## config.mk

```make
export PLATFORM = sky130hd
export DESIGN_NAME = otp_vault
export DESIGN_NICKNAME = d
export VERILOG_FILES = /design/src/rtl/otp_vault_pkg.sv /design/src/rtl/otp_key_check.sv /design/src/rtl/otp_addr_ptr.sv /design/src/rtl/otp_bank_store.sv /design/src/rtl/otp_vault.sv
export SDC_FILE = /design/constraint.sdc
export NUM_CORES = 2
export LEC_CHECK = 0
export BUFFER_PORTS_ARGS = -buffer_cell sky130_fd_sc_hd__buf_2
export CAP_MARGIN = 30
export CORE_ASPECT_RATIO = 1.2
export CORE_MARGIN = 2
export CORE_UTILIZATION = 42
export CTS_CLUSTER_DIAMETER = 80
export DETAILED_ROUTE_END_ITERATION = 8
export PLACE_DENSITY_LB_ADDON = 0.12
export SLEW_MARGIN = 40
export SYNTH_ARGS = -nofsm -noshare
export SYNTH_HDL_FRONTEND = slang
export SYNTH_SLANG_ARGS = --single-unit
export TNS_END_PERCENT = 5
```

## constraint.sdc

```tcl
create_clock -name clk -period 3.01 [get_ports clk]
set_input_delay 0.602 -clock clk [delete_from_list [all_inputs] [get_ports clk]]
set_output_delay 0.602 -clock clk [all_outputs]
set_load 0.005 [all_outputs]
```

## src/rtl/otp_vault_pkg.sv

```systemverilog
`timescale 1ns/1ps
package otp_vault_pkg;

   // transaction state: idle, live (bytes act), drop (bytes ignored)
   typedef enum logic [1:0] {
      TXN_IDLE = 2'd0,
      TXN_LIVE = 2'd1,
      TXN_DROP = 2'd2
   } txn_state_e;

endpackage

```

## src/rtl/otp_key_check.sv

```systemverilog
`timescale 1ns/1ps
module otp_key_check #(
   parameter int KEY_W = 64,
   parameter int SLICE_W = 16,
   parameter logic [KEY_W-1:0] RD_KEY = '0,
   parameter logic [KEY_W-1:0] WR_KEY = '1
) (
   input  logic [KEY_W-1:0] key,
   input  logic             is_write,
   output logic             match
);
   localparam int NSLICE = (SLICE_W >= KEY_W) ? 1 : KEY_W / SLICE_W;

   logic [KEY_W-1:0] ref_key;
   assign ref_key = is_write ? WR_KEY : RD_KEY;

   if (SLICE_W >= KEY_W) begin : g_flat
      assign match = (key == ref_key);
   end else begin : g_sliced
      logic [NSLICE-1:0] hit;
      for (genvar s = 0; s < NSLICE; s++) begin : g_slice
         assign hit[s] = (key[s*SLICE_W +: SLICE_W] == ref_key[s*SLICE_W +: SLICE_W]);
      end
      assign match = &hit;
   end
endmodule

```

## src/rtl/otp_addr_ptr.sv

```systemverilog
`timescale 1ns/1ps
module otp_addr_ptr #(
   parameter int OFF_W = 6,
   parameter int BANK_W = 1,
   localparam int ADDR_W = OFF_W + BANK_W
) (
   input  logic              clk,
   input  logic              rst_n,
   input  logic              load,
   input  logic [ADDR_W-1:0] load_addr,
   input  logic              step,
   input  logic              bank_wrap,
   output logic [ADDR_W-1:0] ptr
);
   logic [OFF_W-1:0] off_next;
   logic [ADDR_W-1:0] flat_next;

   assign off_next  = ptr[OFF_W-1:0] + 1'b1;
   assign flat_next = ptr + 1'b1;

   always_ff @(posedge clk) begin
      if (!rst_n) begin
         ptr <= '0;
      end else if (load) begin
         ptr <= load_addr;
      end else if (step) begin
         if (bank_wrap) begin
            ptr <= {ptr[ADDR_W-1:OFF_W], off_next};
         end else begin
            ptr <= flat_next;
         end
      end
   end
endmodule

```

## src/rtl/otp_bank_store.sv

```systemverilog
`timescale 1ns/1ps
module otp_bank_store #(
   parameter int DATA_W = 8,
   parameter int OFF_W = 6,
   parameter int NUM_BANKS = 2,
   parameter logic [DATA_W-1:0] ERASED_VAL = '1,
   localparam int BANK_W = $clog2(NUM_BANKS),
   localparam int ADDR_W = OFF_W + BANK_W,
   localparam int BANK_BYTES = 1 << OFF_W
) (
   input  logic                 clk,
   input  logic                 rst_n,
   input  logic                 wr_en,
   input  logic [ADDR_W-1:0]    wr_addr,
   input  logic [DATA_W-1:0]    wr_data,
   input  logic [NUM_BANKS-1:0] lock_req,
   input  logic [ADDR_W-1:0]    rd_addr,
   output logic [DATA_W-1:0]    rd_byte,
   output logic [NUM_BANKS-1:0] locked
);
   logic [DATA_W-1:0] bank_rd [NUM_BANKS];

   for (genvar b = 0; b < NUM_BANKS; b++) begin : g_bank
      logic [DATA_W-1:0] cells [BANK_BYTES];
      logic              sel_wr;

      assign sel_wr = wr_en && (wr_addr[ADDR_W-1:OFF_W] == BANK_W'(b));

      always_ff @(posedge clk) begin
         if (!rst_n) begin
            for (int i = 0; i < BANK_BYTES; i++) begin
               cells[i] <= ERASED_VAL;
            end
         end else if (sel_wr) begin
            cells[wr_addr[OFF_W-1:0]] <= wr_data;
         end
      end

      always_ff @(posedge clk) begin
         if (!rst_n) begin
            locked[b] <= 1'b0;
         end else if (lock_req[b]) begin
            locked[b] <= 1'b1;
         end
      end

      assign bank_rd[b] = cells[rd_addr[OFF_W-1:0]];
   end

   assign rd_byte = bank_rd[rd_addr[ADDR_W-1:OFF_W]];
endmodule

```

## src/rtl/otp_vault.sv

```systemverilog
`timescale 1ns/1ps
module otp_vault
   import otp_vault_pkg::*;
#(
   parameter int DATA_W = 8,
   parameter int BANK_BYTES = 64,
   parameter int NUM_BANKS = 2,
   parameter int KEY_W = 64,
   parameter int KEY_SLICE_W = 16,
   parameter logic [KEY_W-1:0] RD_KEY = 64'h0123_4567_89AB_CDEF,
   parameter logic [KEY_W-1:0] WR_KEY = 64'hFEDC_BA98_7654_3210,
   parameter logic [DATA_W-1:0] ERASED_VAL = '1,
   localparam int OFF_W = $clog2(BANK_BYTES),
   localparam int BANK_W = $clog2(NUM_BANKS),
   localparam int ADDR_W = OFF_W + BANK_W
) (
   input  logic                 clk,
   input  logic                 rst_n,
   input  logic                 txn_start,
   input  logic                 txn_write,
   input  logic [KEY_W-1:0]     txn_key,
   input  logic [ADDR_W-1:0]    txn_addr,
   input  logic                 txn_end,
   input  logic                 byte_valid,
   input  logic [DATA_W-1:0]    byte_wdata,
   output logic                 rd_valid,
   output logic [DATA_W-1:0]    rd_data,
   output logic                 txn_open,
   output logic                 key_err,
   output logic                 wr_refused,
   output logic [NUM_BANKS-1:0] bank_locked
);
   // elaboration-time parameter checks
   if (BANK_BYTES < 2 || (BANK_BYTES & (BANK_BYTES - 1)) != 0) begin : g_bad_bank_bytes
      $error("otp_vault: BANK_BYTES must be a power of two");
   end
   if (NUM_BANKS < 2 || (NUM_BANKS & (NUM_BANKS - 1)) != 0) begin : g_bad_num_banks
      $error("otp_vault: NUM_BANKS must be a power of two of at least 2");
   end
   if (KEY_SLICE_W < KEY_W && (KEY_W % KEY_SLICE_W) != 0) begin : g_bad_slice
      $error("otp_vault: KEY_SLICE_W must divide KEY_W");
   end
   if (RD_KEY == WR_KEY) begin : g_bad_keys
      $error("otp_vault: read and write keys must differ");
   end

   txn_state_e            state_q;
   logic                  mode_wr_q;
   logic                  touched_q;
   logic                  key_ok;
   logic                  accept;
   logic                  live;
   logic                  wr_en;
   logic                  rd_en;
   logic                  start_locked;
   logic                  drop_start;
   logic [ADDR_W-1:0]     ptr;
   logic [BANK_W-1:0]     ptr_bank;
   logic [BANK_W-1:0]     start_bank;
   logic [DATA_W-1:0]     rd_byte;
   logic [NUM_BANKS-1:0]  locked;
   logic [NUM_BANKS-1:0]  lock_req;

   otp_key_check #(
      .KEY_W   (KEY_W),
      .SLICE_W (KEY_SLICE_W),
      .RD_KEY  (RD_KEY),
      .WR_KEY  (WR_KEY)
   ) u_key (
      .key      (txn_key),
      .is_write (txn_write),
      .match    (key_ok)
   );

   assign accept       = txn_start && (state_q == TXN_IDLE);
   assign live         = (state_q == TXN_LIVE);
   assign wr_en        = live && mode_wr_q && byte_valid;
   assign rd_en        = live && !mode_wr_q && byte_valid;
   assign start_bank   = txn_addr[ADDR_W-1:OFF_W];
   assign ptr_bank     = ptr[ADDR_W-1:OFF_W];
   assign start_locked = locked[start_bank];
   assign drop_start   = !key_ok || (txn_write && start_locked);

   otp_addr_ptr #(
      .OFF_W  (OFF_W),
      .BANK_W (BANK_W)
   ) u_ptr (
      .clk       (clk),
      .rst_n     (rst_n),
      .load      (accept),
      .load_addr (txn_addr),
      .step      (wr_en || rd_en),
      .bank_wrap (mode_wr_q),
      .ptr       (ptr)
   );

   always_comb begin
      for (int b = 0; b < NUM_BANKS; b++) begin
         lock_req[b] = txn_end && live && mode_wr_q && (touched_q || wr_en)
                       && (ptr_bank == BANK_W'(b));
      end
   end

   otp_bank_store #(
      .DATA_W     (DATA_W),
      .OFF_W      (OFF_W),
      .NUM_BANKS  (NUM_BANKS),
      .ERASED_VAL (ERASED_VAL)
   ) u_store (
      .clk      (clk),
      .rst_n    (rst_n),
      .wr_en    (wr_en),
      .wr_addr  (ptr),
      .wr_data  (byte_wdata),
      .lock_req (lock_req),
      .rd_addr  (ptr),
      .rd_byte  (rd_byte),
      .locked   (locked)
   );

   always_ff @(posedge clk) begin
      if (!rst_n) begin
         state_q    <= TXN_IDLE;
         mode_wr_q  <= 1'b0;
         touched_q  <= 1'b0;
         key_err    <= 1'b0;
         wr_refused <= 1'b0;
         rd_valid   <= 1'b0;
         rd_data    <= '0;
      end else begin
         rd_valid <= rd_en;
         if (rd_en) begin
            rd_data <= rd_byte;
         end
         if (accept) begin
            mode_wr_q  <= txn_write;
            touched_q  <= 1'b0;
            key_err    <= !key_ok;
            wr_refused <= key_ok && txn_write && start_locked;
            state_q    <= drop_start ? TXN_DROP : TXN_LIVE;
         end else if (state_q != TXN_IDLE) begin
            if (wr_en) begin
               touched_q <= 1'b1;
            end
            if (txn_end) begin
               state_q <= TXN_IDLE;
            end
         end
      end
   end

   assign txn_open    = (state_q != TXN_IDLE);
   assign bank_locked = locked;
endmodule

```

==> reports/qor.yml <==
nets: 3694
ir_drop_mv: 0.520
coreArea_um2: 116000
synthAdderAreaFrac_pct: 0.0253
crit_top_cell: "buf_4"
synth_area_leader_cell: "edfxtp_1"
synth.top_cells.by_count: "1024 x edfxtp_1, 734 x or3_1, 325 x clkbuf_1"
grt_util_all_layers_pct: 23.7
rows: 137
route.detailed.drc: 0
synthSimpleGateAreaFrac_pct: 16.8
dr_total_vias: 30700
timing.fmax_ghz: 0.347
htreeDepth: 3
io-pin-count: 99
arrival_ns: 3.46
crit_fanout: 23
ys_seq_elements: 1054
crit_buf_inv: 2
fin_skew_ns: 0.0332
gp_congestion: 0.850
die_area_um2: 120000
die-width_um: 317
postCtsHoldBufs: 0
dr.pass1.iters: 6
path_cells: "buf_4 -> mux4_2 -> a22oi_1 -> nand2_1 -> a22o_1 -> nor4_1 -> buf_4 -> a211oi_1"
hold_viol: 0
grt_antenna_before_repair: 7
syn_avg_cell_area_um2: 14.4
clock_path_buffers: 3
synth_xor_area_share_pct: 0.0886
crit_path_start_kind: "flop"
ys_types: 62
synth_edf_count: 1024
ys.flop_type: "edfxtp_1"
relSlewSlack_pct: 40.1
p_leak_nw: 18.1
critical_path.slowest_cell: "dfxtp_4"
drv_cap: 0
crit_type: "reg2reg"
io_buffers: 98
worst_path_largest_cell_delay_ns: 0.54
status: "finished clean"
wl_mm: 143
cts.sinks: 1054
ys_warn_count: 0
end_kind: "flop"
syn-num-nets: 3528
drive_gt1_share_pct: 31.4
hpwlAfterDp_mm: 93.5
cts_buffers: 109
grt_max_degree: 129
clk_latency_ns: 0.72
die_h_um: 380
synthMuxAreaShare_pct: 12.7
cp.required_ns: 3.59
async_flop_share_pct: 0
final_antenna_net_count: 0
synthCells: 3442
cp_top_family: "compound AO/OA/AOI/OAI gates"
synth.area.top_cells: "edfxtp_1 62%, mux4_2 10%, or3_1 9.3%"
power_density_nw_per_um2: 604
slew_viol_final: 0
finalSetupViolCount: 0
dp_cells: 5023
syn2layout_area_growth_pct: 15.5
synth_top_family_by_area: "simple AND/OR/NAND/NOR gates"
dpl_worst_slack_ns: -0.0184
synth_most_common_cell: "edfxtp_1"
setup_ws_ns: 0.125
cts_root_buf: "clkbuf_16"
fin_cells: 5235
grt.overflow.total: 0
syn_area_um2: 49400
clkTransAtPathRegs_ns: 0.06
synth-seq-area-share_pct: 63.5
fin_crit_sh_pct: 95.9
routedWlPerCell_um: 27.2
min_period_ns: 2.89
synth_top_area_share_pct: 62.2
start_util_pct: 42.4
grt_pass1_wl_mm: 211
synth_compound_area_share_pct: 3.39
rsz0062_at_grt: "false"
grt_pass1_vias: 31800
worst_slew_pin_slew_ns: 0.899
vias_per_cell: 5.87
cts_tree: "yes"
min_path_type: "in2reg"
drtIter0Drc: 2808
worstHoldStart: "txn_addr[6]"
cell type report:
class | instances | area (um2)
fillers | 9823 | 59300
flip-flops and latches | 1054 | 31400
multi-input cells | 1983 | 16300
repair buffers | 454 | 3760
clock buffers | 130 | 2910
well taps | 1529 | 1910
clock inverters | 75 | 769
inverters | 6 | 22.5
diodes | 4 | 10.0
cell usage in the layout (no fill, tap or decap), types with 34 or more instances in the layout:
cell type  Yosys  final
nor2_1        52     52
mux4_2       230    230
or3_1        734    733
a21oi_1       34     34
or2_2        283    282
o21ai_0      105    105
clkbuf_16      0    114
buf_12         1     45
a22oi_1       43     43
mux2i_1       80     80
nand2_1      137    134
edfxtp_1    1024   1024
buf_4         28    317
buf_2         27     89
state kept, by name, summed over array words and instances, names as in the netlist, named ones only:
register and count:
rd_valid 1, touched_q 1, state_q 2, u_store.locked 2, u_store.g_bank.cells 1024, wr_refused 1
key_err 1, rd_data 8, u_ptr.ptr 7, mode_wr_q 1
metrics by stage:
| stage | total power [mW] | area, um2 | setup TNS, ns | hold WS, ns | util [%] |
|---|---|---|---|---|---|
| 6_report | 34.5 | 57100 | 0 | 0.190 | 49.0 |
| 5_1_grt | 35.5 | 57100 | 0 | 0.174 | 49.0 |
| 4_1_cts | 34.8 | 57100 | 0 | 0.133 | 49.0 |
| 3_5_place_dp | 20.8 | 53400 | -0.0184 | 0.494 | 45.8 |
| 3_3_place_gp | 20.8 | 53300 | -0.0807 | 0.470 | 45.8 |
| 2_1_floorplan | 19.2 | 49400 | 0 | 0.452 | - |
timing repair:
action                                 in CTS  in global routing
gates resized for setup                     0                  1
setup endpoints to repair                   1                  1
endpoints found under the hold margin       0                  0
buffers inserted                            3                  0
power by group:
group	leakage, nW	total, mW	switching [mW]	internal (mW)
clock network	1.82	14.0	5.79	8.17
logic	5.70	3.44	2.07	1.37
registers	10.6	17.1	0.301	16.8
cell families after synthesis:
logic type	after synthesis
AO/OA/AOI/OAI	265
XOR/XNOR	5
multiplexers	326
buffers and inverters	405
AND/OR/NAND/NOR	1386
adder cells (fa/ha/maj)	1
flip-flops	1054
worst paths after layout:
check	end	slack [ns]	cells past startpoint
worst min register to register	touched_q	0.51	2
worst max register to register	rd_data[6]	0.12	8
worst min-delay path	u_ptr.ptr[6]	0.19	2
worst max-delay path	rd_data[6]	0.12	8
layer usage:
| layer | global-route usage (%) | share of wire [%] | vias up |
|---|---|---|---|
| li1 | - | - | 13600 |
| met1 | 31.2 | 41 | 15900 |
| met2 | 40.5 | 51 | 990 |
| met3 | 2.79 | 5.4 | 230 |
| met4 | 8.35 | 3.2 | 2 |
| met5 | 0 | 0.0091 | - |
Note: power is estimated with default switching activity, not from simulation.
